`src/rtl/serial_regfile_pkg.sv`:
```
package serial_regfile_pkg;

    localparam logic [2:0] OFS_DATA  = 3'd0;
    localparam logic [2:0] OFS_IEN   = 3'd1;
    localparam logic [2:0] OFS_IDENT = 3'd2;
    localparam logic [2:0] OFS_LCTL  = 3'd3;
    localparam logic [2:0] OFS_MCTL  = 3'd4;
    localparam logic [2:0] OFS_LSTAT = 3'd5;
    localparam logic [2:0] OFS_MSTAT = 3'd6;
    localparam logic [2:0] OFS_SCR   = 3'd7;

    localparam logic [3:0] IID_TIMEOUT = 4'hC;
    localparam logic [3:0] IID_RXDATA  = 4'h4;
    localparam logic [3:0] IID_TXEMPTY = 4'h2;
    localparam logic [3:0] IID_MODEM   = 4'h0;
    localparam logic [3:0] IID_NONE    = 4'h1;

    typedef struct packed {
        logic timeout;
        logic rxdata;
        logic txempty;
        logic modem;
    } pend_t;

endpackage

```
`src/rtl/serial_rx_queue.sv`:
```
module serial_rx_queue #(
    parameter int DEPTH = 16,
    parameter int WIDTH = 8,
    localparam int AW = (DEPTH > 1) ? $clog2(DEPTH) : 1,
    localparam int CW = $clog2(DEPTH + 1)
) (
    input  logic             clk,
    input  logic             rst_n,
    input  logic             push_i,
    input  logic [WIDTH-1:0] data_i,
    input  logic             pop_i,
    output logic [WIDTH-1:0] head_o,
    output logic [CW-1:0]    count_o,
    output logic             full_o,
    output logic             empty_o
);

    typedef struct packed {
        logic [AW-1:0] wr;
        logic [AW-1:0] rd;
        logic [CW-1:0] cnt;
    } qptr_t;

    qptr_t q_d, q_q;
    logic [WIDTH-1:0] mem_q [DEPTH];
    logic accept, take;

    function automatic logic [AW-1:0] wrap_inc(input logic [AW-1:0] p);
        return (p == AW'(DEPTH - 1)) ? '0 : p + AW'(1);
    endfunction

    assign full_o  = (q_q.cnt == CW'(DEPTH));
    assign empty_o = (q_q.cnt == '0);
    assign head_o  = mem_q[q_q.rd];
    assign count_o = q_q.cnt;

    always_comb begin
        take   = pop_i && !empty_o;
        accept = push_i && (!full_o || take);
        q_d    = q_q;
        if (accept) q_d.wr = wrap_inc(q_q.wr);
        if (take)   q_d.rd = wrap_inc(q_q.rd);
        case ({accept, take})
            2'b10:   q_d.cnt = q_q.cnt + CW'(1);
            2'b01:   q_d.cnt = q_q.cnt - CW'(1);
            default: q_d.cnt = q_q.cnt;
        endcase
    end

    always_ff @(posedge clk or negedge rst_n) begin
        if (!rst_n) q_q <= '0;
        else        q_q <= q_d;
    end

    always_ff @(posedge clk) begin
        if (accept) mem_q[q_q.wr] <= data_i;
    end


    depth_bound_chk: assert property (@(posedge clk) disable iff (!rst_n)
        count_o <= CW'(DEPTH));


    no_overflow_chk: assert property (@(posedge clk) disable iff (!rst_n)
        (push_i && full_o && !pop_i) |=> (count_o == $past(count_o)));

endmodule

```
`src/rtl/serial_irq_resolver.sv`:
```
module serial_irq_resolver
    import serial_regfile_pkg::*;
(
    input  pend_t      pend_i,
    input  logic       rx_en_i,
    input  logic       tx_en_i,
    input  logic       ms_en_i,
    output logic [3:0] code_o,
    output logic       active_o
);

    always_comb begin
        if (pend_i.timeout && rx_en_i)      code_o = IID_TIMEOUT;
        else if (pend_i.rxdata && rx_en_i)  code_o = IID_RXDATA;
        else if (pend_i.txempty && tx_en_i) code_o = IID_TXEMPTY;
        else if (pend_i.modem && ms_en_i)   code_o = IID_MODEM;
        else                                code_o = IID_NONE;
        active_o = (code_o != IID_NONE);
    end

endmodule

```
`src/rtl/serial_regfile.sv`:
```
module serial_regfile
    import serial_regfile_pkg::*;
#(
    parameter int RXQ_DEPTH = 16,
    localparam int CW = $clog2(RXQ_DEPTH + 1)
) (
    input  logic       clk,
    input  logic       rst_n,
    input  logic [2:0] bus_addr,
    input  logic       bus_wr,
    input  logic       bus_rd,
    input  logic [7:0] bus_wdata,
    output logic [7:0] bus_rdata,
    input  logic       rx_valid,
    input  logic [7:0] rx_byte,
    output logic       tx_valid,
    output logic [7:0] tx_byte,
    output logic       irq
);

    typedef struct packed {
        logic [7:0] div_lo;
        logic [7:0] div_hi;
        logic [7:0] lctl;
        logic [7:0] mctl;
        logic [7:0] scr;
        logic [7:0] mstat;
        logic [3:0] ien;
        logic       fifo_on;
        logic       p_timeout;
        logic       p_rxdata;
        logic       p_txempty;
        logic       irq;
        logic       tx_vld;
        logic [7:0] tx_byte;
    } regs_t;

    regs_t r_d, r_q;

    logic          dlab;
    logic          data_rd;
    logic          last_pop;
    logic [7:0]    q_head;
    logic [CW-1:0] q_count;
    logic          q_full;
    logic          q_empty;
    pend_t         pend_now;
    logic [3:0]    iid_code;
    logic          iid_active;
    logic [3:0]    ms_delta;

    assign dlab     = r_q.lctl[7];
    assign data_rd  = bus_rd && (bus_addr == OFS_DATA) && !dlab;
    assign last_pop = data_rd && (q_count <= CW'(1));

    serial_rx_queue #(.DEPTH(RXQ_DEPTH), .WIDTH(8)) rxq_i (
        .clk     (clk),
        .rst_n   (rst_n),
        .push_i  (rx_valid),
        .data_i  (rx_byte),
        .pop_i   (data_rd),
        .head_o  (q_head),
        .count_o (q_count),
        .full_o  (q_full),
        .empty_o (q_empty)
    );

    always_comb begin
        pend_now.timeout = r_q.p_timeout;
        pend_now.rxdata  = r_q.p_rxdata;
        pend_now.txempty = r_q.p_txempty;
        pend_now.modem   = |r_q.mstat[3:0];
    end

    serial_irq_resolver res_i (
        .pend_i   (pend_now),
        .rx_en_i  (r_q.ien[0]),
        .tx_en_i  (r_q.ien[1]),
        .ms_en_i  (r_q.ien[3]),
        .code_o   (iid_code),
        .active_o (iid_active)
    );

    // Read mux, combinational from current state
    always_comb begin
        bus_rdata = 8'h00;
        if (bus_rd) begin
            case (bus_addr)
                OFS_DATA:  bus_rdata = dlab ? r_q.div_lo : (q_empty ? 8'h00 : q_head);
                OFS_IEN:   bus_rdata = dlab ? r_q.div_hi : {4'h0, r_q.ien};
                OFS_IDENT: bus_rdata = {{2{r_q.fifo_on}}, 2'b00, iid_code};
                OFS_LCTL:  bus_rdata = r_q.lctl;
                OFS_MCTL:  bus_rdata = r_q.mctl;
                OFS_LSTAT: bus_rdata = {1'b0, 1'b1, 1'b1, 4'h0, !q_empty};
                OFS_MSTAT: bus_rdata = r_q.mstat;
                default:   bus_rdata = r_q.scr;
            endcase
        end
    end

    // Next-state computation
    always_comb begin
        ms_delta = (r_q.mstat[7:4] ^ bus_wdata[7:4]) | r_q.mstat[3:0];
        r_d        = r_q;
        r_d.tx_vld = 1'b0;
        r_d.irq    = iid_active;

        if (bus_wr) begin
            case (bus_addr)
                OFS_DATA: begin
                    if (dlab) begin
                        r_d.div_lo = bus_wdata;
                    end else begin
                        r_d.tx_vld    = 1'b1;
                        r_d.tx_byte   = bus_wdata;
                        r_d.p_txempty = 1'b1;
                    end
                end
                OFS_IEN: begin
                    if (dlab) begin
                        r_d.div_hi = bus_wdata;
                    end else begin
                        if (!r_q.ien[1] && bus_wdata[1]) r_d.p_txempty = 1'b1;
                        r_d.ien = bus_wdata[3:0];
                    end
                end
                OFS_IDENT: r_d.fifo_on = bus_wdata[0];
                OFS_LCTL:  r_d.lctl    = bus_wdata;
                OFS_MCTL:  r_d.mctl    = bus_wdata;
                OFS_MSTAT: r_d.mstat   = {bus_wdata[7:4], bus_wdata[3:0] | ms_delta};
                OFS_SCR:   r_d.scr     = bus_wdata;
                default:   ;
            endcase
        end

        if (bus_rd) begin
            if (last_pop) begin
                r_d.p_timeout = 1'b0;
                r_d.p_rxdata  = 1'b0;
            end
            if (bus_addr == OFS_IDENT && iid_code == IID_TXEMPTY)
                r_d.p_txempty = 1'b0;
            if (bus_addr == OFS_MSTAT)
                r_d.mstat[3:0] = 4'h0;
        end

        if (rx_valid) begin
            if (r_q.fifo_on) r_d.p_timeout = 1'b1;
            else             r_d.p_rxdata  = 1'b1;
        end
    end

    always_ff @(posedge clk or negedge rst_n) begin
        if (!rst_n) begin
            r_q           <= '0;
            r_q.p_txempty <= 1'b1;
        end else begin
            r_q <= r_d;
        end
    end

    assign tx_valid = r_q.tx_vld;
    assign tx_byte  = r_q.tx_byte;
    assign irq      = r_q.irq;


    tx_strobe_chk: assert property (@(posedge clk) disable iff (!rst_n)
        (bus_wr && bus_addr == OFS_DATA && !dlab) |=> (tx_valid && tx_byte == $past(bus_wdata)));


    ident_clear_chk: assert property (@(posedge clk) disable iff (!rst_n)
        (bus_rd && !bus_wr && bus_addr == OFS_IDENT && bus_rdata[3:0] == IID_TXEMPTY) |=> !r_q.p_txempty);


    drain_clear_chk: assert property (@(posedge clk) disable iff (!rst_n)
        (data_rd && q_count <= CW'(1) && !rx_valid) |=> (!r_q.p_timeout && !r_q.p_rxdata && q_empty));


    masked_quiet_chk: assert property (@(posedge clk) disable iff (!rst_n)
        (r_q.ien == 4'h0) |=> !irq);


    ien_upper_chk: assert property (@(posedge clk) disable iff (!rst_n)
        (bus_rd && bus_addr == OFS_IEN && !dlab) |-> (bus_rdata[7:4] == 4'h0));

endmodule

```
`config.mk`:
```
export PLATFORM = sky130hd
export DESIGN_NAME = serial_regfile
export DESIGN_NICKNAME = d
export VERILOG_FILES = /design/src/rtl/serial_regfile_pkg.sv /design/src/rtl/serial_rx_queue.sv /design/src/rtl/serial_irq_resolver.sv /design/src/rtl/serial_regfile.sv
export SDC_FILE = /design/constraint.sdc
export NUM_CORES = 1
export LEC_CHECK = 0
export ABC_AREA = 1
export BUFFER_PORTS_ARGS = -buffer_cell sky130_fd_sc_hd__buf_2
export CELL_PAD_IN_SITES_DETAIL_PLACEMENT = 1
export CELL_PAD_IN_SITES_GLOBAL_PLACEMENT = 1
export CORE_ASPECT_RATIO = 1.1
export CORE_MARGIN = 1
export CORE_UTILIZATION = 45
export DETAILED_ROUTE_END_ITERATION = 10
export PLACE_DENSITY_LB_ADDON = 0.08
export REMOVE_ABC_BUFFERS = 1
export SLEW_MARGIN = 20
export SYNTH_ARGS = -nofsm -noshare
export SYNTH_HDL_FRONTEND = slang
export SYNTH_SLANG_ARGS = --single-unit
```
`constraint.sdc`:
```
create_clock -name clk -period 2.6 [get_ports clk]
set_input_delay 0.39 -clock clk [delete_from_list [all_inputs] [get_ports clk]]
set_output_delay 0.39 -clock clk [all_outputs]
set_load 0.03 [all_outputs]
```
; After elaboration in Yosys (flattened, before gate mapping)
; Memories as Yosys holds them, arrays and structs flattened.
; Index checks and enable logic that the tools add are counted.
[op_classes]
add_sub_neg = 4
order_cmp = 1
n_eq_ne = 14
n_mux = 35
bitwise_logic = 4
reduce_logical = 29
[op_table]
columns = operator, n
row1 = 8-bit one-hot mux with 7 select lines, 1
row2 = 4-bit 2-to-1 mux, 10
row3 = 9-bit 2-to-1 mux, 4
row4 = 8-bit 2-to-1 mux, 4
row5 = "3-bit equality test, second input constant", 4
row6 = 3-bit AND reduction, 4
row7 = 1-bit logical AND, 11
row8 = 1-bit 2-to-1 mux, 11
row9 = 5-bit one-hot mux with 2 select lines, 1
row10 = 2-bit AND reduction, 5
row11 = "4-bit by 1-bit adder with 4-bit output, second input constant", 2
row12 = "4-bit equality test, second input constant", 2
row13 = 4-bit OR, 2
row14 = "3-bit by 2-bit equality test with 1-bit output, second input constant", 2
row15 = "5-bit by 1-bit adder with 5-bit output, second input constant", 1
row16 = "5-bit equality test, second input constant", 1
row17 = "5-bit by 1-bit <= comparator with 1-bit output, second input constant", 1
row18 = 5-bit logical NOT, 1
row19 = "5-bit by 1-bit subtractor with 5-bit output, second input constant", 1
row20 = "4-bit by 2-bit equality test with 1-bit output, second input constant", 1
row21 = 1-bit logical NOT, 4
row22 = 2-bit 2-to-1 mux, 2
row23 = "4-bit by 1-bit != test with 1-bit output, second input constant", 1
row24 = 4-bit OR reduction, 1
row25 = other kinds (10), 10
[totals]
register_bits = 79
mem_bits_rw = 128
input_bits = 24
out_inout_bits = 18
word_cells = 106
memories = 1
[mem_list]
columns = memory, words, word_bits, rd, rd_ports_with_merged_regs, write_ports, line
row1 = rxq_i.mem_q, 16, 8, 1, 0, 1, serial_rx_queue.sv:25  ; logic [WIDTH-1:0] mem_q [DEPTH];

; Logic depth before layout (Yosys ltp)
; Gate-level depths: netlist of the first run.
[logic_depth]
depth_word = 12
ltp_mapped = 15
depth_no_buf = 14

; By module
; Synthesis of the first run repeated with hierarchy kept, for this count alone.
[unflattened]
hier_cells = 908
hier_area_um2 = 9257.6
[by_module_without_submodules]
columns = mod, instances, cells_per_inst, area_per_inst_um2, seq_area_each_um2
row1 = serial_rx_queue, 1, 483, 5888.1, 4169.0
row2 = serial_regfile, 1, 413, 3315.7, 1652.8
row3 = serial_irq_resolver, 1, 12, 53.8, 0.0

; Worst setup path before layout of the first run
; Ideal clock, no wire load.
[synth_path]
path_kind = reg-to-reg
from = register rxq_i.q_q (netlist bit rxq_i.count_o[0])
to = register rxq_i.q_q (netlist bit rxq_i.count_o[4])
setup_time_ns = 0.118
t_arrival_ns = 1.899
required_ns = 2.482
slack_ns = 0.583
path_stages_with_launch = 13
path_buffers = 0
synth_period_minus_slack_ns = 2.017
cell_sequence = dfrtp_1 inv_1 ha_1 nand3_1 nand2_1 nand2_2 nand2_4 ha_1 nor2_1 o21ai_0 a21oi_1 xor2_1 inv_1
[synth_via]
elab_chain_len = 7
elab_cells_between_ends = 13
cone_classes = add/sub: 2 / eq/ne: 3 / mux: 1 / reduce/logical: 7
[synth_rtl]
columns = item, line
row1 = from (decl), serial_rx_queue.sv:24  ; qptr_t q_d, q_q;
row2 = from (signal assigned), serial_rx_queue.sv:52  ; else q_q <= q_d;
row3 = 5-bit logical NOT, serial_rx_queue.sv:33  ; assign empty_o = (q_q.cnt == '0);
row4 = 1-bit logical NOT, serial_rx_queue.sv:38  ; take = pop_i && !empty_o;
row5 = 1-bit logical AND, serial_rx_queue.sv:38
row6 = 1-bit logical OR, serial_rx_queue.sv:39  ; accept = push_i && (!full_o || take);
row7 = 1-bit logical AND, serial_rx_queue.sv:39
row8 = 2-bit by 1-bit equality test with 1-bit output or 2-bit equality test (tied branches), serial_rx_queue.sv:43  ; case ({accept, take})
row9 = 5-bit one-hot mux with 2 select lines or 2-bit nonzero test (tied branches), --
; Several ways; a longest one is shown, not always the timed one.
; A chain may end at the register's enable or synchronous reset.

; Worst setup path in the final report of the first run
[layout_path]
from = register rxq_i.q_q[5] (netlist name)
to = output bus_rdata[0]
[layout_via]
elab_chain_len = 5
[layout_rtl]
columns = item, line
row1 = memory 16 x 8 bit, --
row2 = 8-bit 2-to-1 mux (2 in a row), serial_regfile.sv:89  ; OFS_DATA: bus_rdata = dlab ? r_q.div_lo : (q_empty ? 8'h00 : q_head);
row3 = 8-bit one-hot mux with 7 select lines, serial_regfile.sv:88  ; case (bus_addr)
row4 = 8-bit 2-to-1 mux, serial_regfile.sv:87  ; if (bus_rd) begin
row5 = to (decl), serial_regfile.sv:13  ; output logic [7:0] bus_rdata,
; No other way between the ends.

==> results.cfg, run 1 <==
[run_status]
outcome = finished with violations
violations = setup timing

[synthesis]
synthCells = 961
netlist_area_um2 = 9270
ys_seq_elements = 207
synthMuxAreaShare_pct = 0
yosysSeqAreaShare_pct = 62.8
synthFlopType = edfxtp_1
synth_compound_area_share_pct = 8.09
ys_types = 38
ys_warn_count = 0
syn_area_per_cell_um2 = 9.64
synth-adder-area-share_pct = 1.35
async_flop_share_pct = 38.2
synth_xor_area_share_pct = 0.662
synth_top_family_by_area = simple AND/OR/NAND/NOR gates
synthSimpleGateAreaFrac_pct = 21.2
synth-edff-count = 128

[critical_path]
cpPeakStageDelay_ns = 0.47
crit_chain = buf_12 -> buf_4 -> buf_16 -> nand2_1 -> nand2_1 -> a21oi_1 -> nor2_2 -> nand2_1 -> nand2_2 -> nand2_1 -> nand2_1 -> nand2_1 -> a21oi_2 -> buf_6
reg2reg_slack_ns = 0.29
worstPathRequired_ns = 2.21
worstSetupStartpoint = rxq_i.q_q[5]
reg2regPathDepth = 14
critPathMaxFanout = 14
critical_path_class = register to output port
r2r_start = rxq_i.count_o[0]
cp_data_arrival_time_ns = 2.46
r2r-end = rxq_i.count_o[4]
end_kind = output port
crit_top_cell = nand2_1
cp_slowest_cell = dfrtp_2
cp-start-kind = register

[finish]
area_growth_pct = 20.5
antenna_cells = 0
nets = 1079
register_area_um2 = 5820
fillers = 2242
final_util_pct = 55.8
multi_input_area_um2 = 2990
drive_gt1_share_pct = 18.3

[power_and_ir_drop]
power_leakage_nw = 4.81
pwr_density_cell_nw_per_um2 = 1090
peakVddDrop_mv = 0.551
totalPowerFinal_w = 0.0121

[sta]
rsz0062_at_grt = true
period_share_pct = 110
fmax_mhz = 351
relSlewSlack_pct = 62.8
tightest_slew_ns = 0.556
setup_viol = 8
setup_slack_ns = -0.248
final.min_clock_period_ns = 2.85
fin_skew_ns = 0.00735
setup_tns_ns = -1.53
finalHoldViolCount = 0
final_max_slew_viol_count = 0

[floorplanning]
rows = 54
io_pins = 42
die-area_um2 = 21200
dieHeight_um = 153
core_area_um2 = 20000
die_w_um = 139
start_util_pct = 46.3

[cts]
clock-root-buffer = clkbuf_16
cts_tree = done
clock_path_buffers = 3
cts_buffers = 23
path_clk_slew_ns = 0.06
clk_latency_ns = 0.51
clock_sinks = 207
cts_max_level = 1

[hold_path]
hold_end = r_q[13]
hold_start = bus_wdata[0]
hold_depth = 3
hold_class = input port to register

[drt]
drt-pass1-iter-count = 5
drt_iter0_drc = 348
post_drt_wl_per_cell_um = 20.7
viasPerCell = 5.34
vias = 7017
drc = 0
wirelength_um = 27100
route.antenna.remaining_nets = 0

[global_route]
grt_max_degree = 40
use_met1_pct = 30.3
antenna_found_initial = 0
met2_usage_pct = 48.2
grt.overflow.total = 0
top_usage_layer = met2
grt_pass1_wl_um = 41700
grt_pass1_vias = 7452
grt.total_usage_pct = 25.8
grtUsageMet3_pct = 2.64

[place]
globalplace.congestion = 0.821
dpl.hpwl_um = 17200
port_buffers = 41
pre_cts_slack_ns = 0.145

[flow_run]
cap_violations = 0
## how the worst max path moves through the flow
stage,to,depth (start not counted)
after CTS,bus_rdata[0],13
after global routing,bus_rdata[4],14
after floorplan,bus_rdata[7],10
after global placement,rxq_i.count_o[4],13
after detailed placement,rxq_i.count_o[4],15
final,bus_rdata[0],14
## sequential cells by signal, summed over array words and instances, names as in the netlist
name,cells
rxq_i.count_o,5
dlab,1
tx_byte,8
rxq_i.q_q,8
irq,1
rxq_i.mem_q,128
tx_valid,1
pend_now,3
r_q,52
## logic make-up (layout without fill, tap and decap cells)
| logic type | after synthesis | count (layout) |
|---|---|---|
| fa+ha+maj | 10 | 10 |
| simple gates | 487 | 487 |
| flops | 207 | 207 |
| xor+xnor | 7 | 7 |
| compound gates | 140 | 140 |
| buf+inv | 110 | 211 |
## worst max-delay path, delay by kind of cell (launching register included)
family	cells	cell delay [ns]
AO/OA/AOI/OAI	2	0.28
buffers and inverters	4	0.57
AND/OR/NAND/NOR	8	0.61
flip-flops	1	0.47
## repair_timing
action                                  4_1_cts  5_1_grt
pin swaps                                     7       22
setup buffers                                 5        6
gates resized for setup                      43       21
cloned                                        4        4
hold buffers                                  1        0
endpoints found under the setup margin        8        8
endpoints found under the hold margin        36        0
## cells in the mapped netlist, drive strengths merged, types with 2 or more instances
master | n | share of area, %
a21oi | 26 | 1.7
a221oi | 2 | 0.19
buf | 35 | 2.8
clkbuf | 6 | 0.26
clkinv | 2 | 0.094
dfrtp | 78 | 21
edfxtp | 128 | 41
ha | 10 | 1.4
inv | 67 | 2.7
nand2 | 322 | 13
nand3 | 55 | 3.0
nor2 | 100 | 4.3
nor3 | 5 | 0.32
nor4 | 2 | 0.14
o2111ai | 2 | 0.19
o21ai | 108 | 5.8
xnor2 | 2 | 0.19
xor2 | 5 | 0.47
## final cells by class
cell class,count,share of cell area (%)
repair buffers,100,8.63
clock buffers,28,5.60
well taps,252,2.82
inverters,69,2.44
clock inverters,14,1.57
flip-flops and latches,207,52.2
multi-input cells,644,26.8
## power by group
| group | internal (W) | switching (W) |
|---|---|---|
| Sequential | 0.00401 | 0.000302 |
| Clock | 0.00211 | 0.00135 |
| Combinational | 0.00164 | 0.00272 |
| Total | 0.00777 | 0.00437 |
## metrics by stage
| step | hold slack (ns) | instances | cell area (um2) |
|---|---|---|---|
| 6_report | 0.110 | 1314 | 11200 |
| 5_1_grt | 0.117 | 1314 | 11200 |
| 4_1_cts | 0.101 | 1304 | 11000 |
| 3_5_place_dp | 0.413 | 1252 | 9860 |
| 3_3_place_gp | 0.408 | 1252 | 9860 |
| 2_1_floorplan | 0.0944 | 920 | 8980 |
## metal layers
metal,up-vias,wire (um)
met2,127,14400
met4,0,856
met3,54,930
met1,3503,10900
li1,3333,-
met5,-,0
## placed cells by master, fill, tap and decap left out, types with 4 or more instances in the layout
cell / instances
a21oi_1: 18
a21oi_2: 8
buf_12: 7
buf_16: 4
buf_2: 32
buf_4: 39
buf_6: 12
bufinv_16: 4
clkbuf_16: 28
clkinv_1: 5
clkinv_2: 5
dfrtp_1: 77
edfxtp_1: 128
ha_1: 10
inv_1: 58
inv_2: 8
nand2_1: 303
nand2_2: 18
nand3_1: 49
nand3_2: 6
nor2_1: 86
nor2_2: 11
nor3_1: 4
o21ai_0: 94
o21ai_1: 14
xor2_1: 5
(Power assumes the default switching activity.)
==> inputs of run 2 (changes only) <==
- PLACE_DENSITY: not set -> 0.77
- PLACE_DENSITY_LB_ADDON: 0.08 -> not set
- SYNTH_HIERARCHICAL: not set -> 1
==> run 2 against run 1 <==
The flow still finishes with violations (setup timing). Register-to-register slack better by 0.04 ns. Largest cell class unchanged. Critical path depth decreased by 4. First-iteration DRC count rose by 50%. Worst hold slack better by 0.0066 ns. Sequential share of layout area is 0.081 points higher. Total power decreased by 1.1%. Wire length is 3.2% higher. Clock power shrank 2%. Core utilization decreased by 0.075 points. Setup slack lost 0.14 ns. Die area fell by 0.21%.
==> results.cfg, run 2 <==
[finish]
top_register = rxq_i/mem_q
area_growth_pct = 20.6
register_area_um2 = 5820
fillers = 2168
multi_input_area_um2 = 3090
instances_no_fill = 1249
reg_top3 = rxq_i/mem_q (128), r_q (52)
layout_common_cells = 177 x nand2_1, 128 x edfxtp_1, 111 x nor2_1, 100 x o21ai_0, 76 x dfrtp_1
largest_reg_flops = 128
antenna_cells = 0
drive_gt1_share_pct = 21.4
layout_commonest_cell = nand2_1
nets = 1013

[floorplanning]
start_util_pct = 46.2
dieHeight_um = 152
die_w_um = 139
rows = 54
core_area_um2 = 20000
io_pins = 42
die-area_um2 = 21100

[critical_path]
critical_path.top_delay_family = compound AO/OA/AOI/OAI gates
cp-start-kind = register
cp_slowest_cell = dfrtp_2
critPathMaxFanout = 14
crit_chain = buf_4 -> o21ai_0 -> o22ai_1 -> nand2_1 -> nand3_2 -> nand2_1 -> a21oi_2 -> nor2_1 -> a21oi_2 -> buf_6
critical_path_class = register to output port
cpPeakStageDelay_ns = 0.55
timing.critical_path.buf_inv = 2
end_kind = output port
cp_data_arrival_time_ns = 2.60
worstPathRequired_ns = 2.21

[power_and_ir_drop]
power_frac_comb_pct = 35.5
p_sw_share_pct = 35.7
power_leakage_nw = 4.58
peakVddDrop_mv = 0.551
p_sw_w = 0.00428
pwr_density_cell_nw_per_um2 = 1080
p_int_w = 0.00772
clockPowerShare_pct = 28.3
seqPwrFrac_pct = 36.3

[run_status]
violations = setup timing
outcome = finished with violations

[synthesis]
ys_warn_count = 6
netlist_area_um2 = 9250
synthCells = 906
syn_area_per_cell_um2 = 10.2

[cts]
clk_latency_ns = 0.53
path_clk_slew_ns = 0.06
clock_sinks = 207
cts_tree = done
clock_path_buffers = 3
cts_buffers = 23
cts_max_level = 1
clock-root-buffer = clkbuf_16

[global_route]
antenna_found_initial = 0
grt_pass1_vias = 7608
grt.total_usage_pct = 26.4
grt_pass1_wl_um = 42700
grt_max_degree = 43
grt.overflow.total = 0

[drt]
viasPerCell = 5.73
post_drt_wl_per_cell_um = 22.4
drc = 0
drt_iter0_drc = 523
route.antenna.remaining_nets = 0
drt-pass1-iter-count = 4
wirelength_um = 28000
vias = 7159

[sta]
fin_skew_ns = 0.0255
setup_tns_ns = -2.61
fmax_mhz = 335
hold_ws_ns = 0.117
setup_viol = 8
relSlewSlack_pct = 63.3
setup_slack_ns = -0.387
final.min_clock_period_ns = 2.99
rsz0062_at_grt = true
finalHoldViolCount = 0
period_share_pct = 115
final_max_slew_viol_count = 0
tightest_slew_ns = 0.550

[place]
port_buffers = 41
dpl.hpwl_um = 17300
place_inst = 1190
globalplace.congestion = 0.828
pre_cts_slack_ns = 0.0683

[flow_run]
cap_violations = 0

[hold_path]
hold_class = input port to register
==> run 2: changes by cell type in the layout (fill, tap and decap cells not counted), moves of 16 or more <==
cell      change
nand3_1      -16
o211ai_1     +16
o21ai_1      +17
o22ai_1      +16
o21ai_2      +19
nor2_1       +25
nand2_1     -126
==> run 2: final cells by class <==
type	count	share of cell area, %
flip-flops and latches	207	52.2
multi-input cells	599	27.7
repair buffers	94	8.21
clock buffers	34	5.89
well taps	252	2.83
inverters	55	1.99
clock inverters	8	1.17
==> run 2: repair_timing <==
action,in CTS,in global routing
buffers inserted,10,0
hold buffers,1,0
endpoints found under the setup margin,8,8
pin swaps,28,27
resized for setup,72,34
hold endpoints to repair,36,0
cloned,4,2
==> run 2: power by group through the flow <==
stage          clock (W)  sequential [W]  combinational (W)
5_1_grt          0.00354         0.00440            0.00458
3_5_place_dp           0         0.00436            0.00325
6_report         0.00339         0.00435            0.00426
2_1_floorplan          0         0.00448            0.00172
4_1_cts          0.00342         0.00431            0.00396
3_3_place_gp           0         0.00434            0.00313
==> run 2: final timing paths <==
kind                                  start          endpoint  cells after the start  slack, ns
min reg2reg                      tx_byte[2]        tx_byte[2]                      2       0.48
min                            bus_wdata[7]           r_q[25]                      3       0.12
max in group asynchronous             rst_n  rxq_i/count_o[3]                      3       1.56
min in group asynchronous             rst_n      rxq_i/q_q[7]                      2       0.40
max reg2reg                rxq_i/count_o[1]  rxq_i/count_o[4]                     13       0.33
max                            rxq_i/q_q[6]      bus_rdata[2]                     10      -0.39
==> run 2: stage by stage <==
stage	utilization, %	instance area [um2]	power, W
floorplan	-	8940	0.00620
global placement	49.0	9800	0.00747
detailed placement	49.0	9800	0.00761
CTS	55.0	11000	0.0117
global route	55.8	11200	0.0125
finish	55.8	11200	0.0120
==> run 2: worst min-delay path: stages <==
cell and delay (ns):
buf_2 0.08, nand2_1 0.04, o21ai_0 0.07
==> run 2: routing by layer <==
metal,up-vias,GRT usage (%),share of wire [%]
met5,-,0,0
met4,0,9.74,3.3
met3,73,2.86,5.0
met2,219,45.7,50
met1,3623,34.5,42
li1,3244,-,-
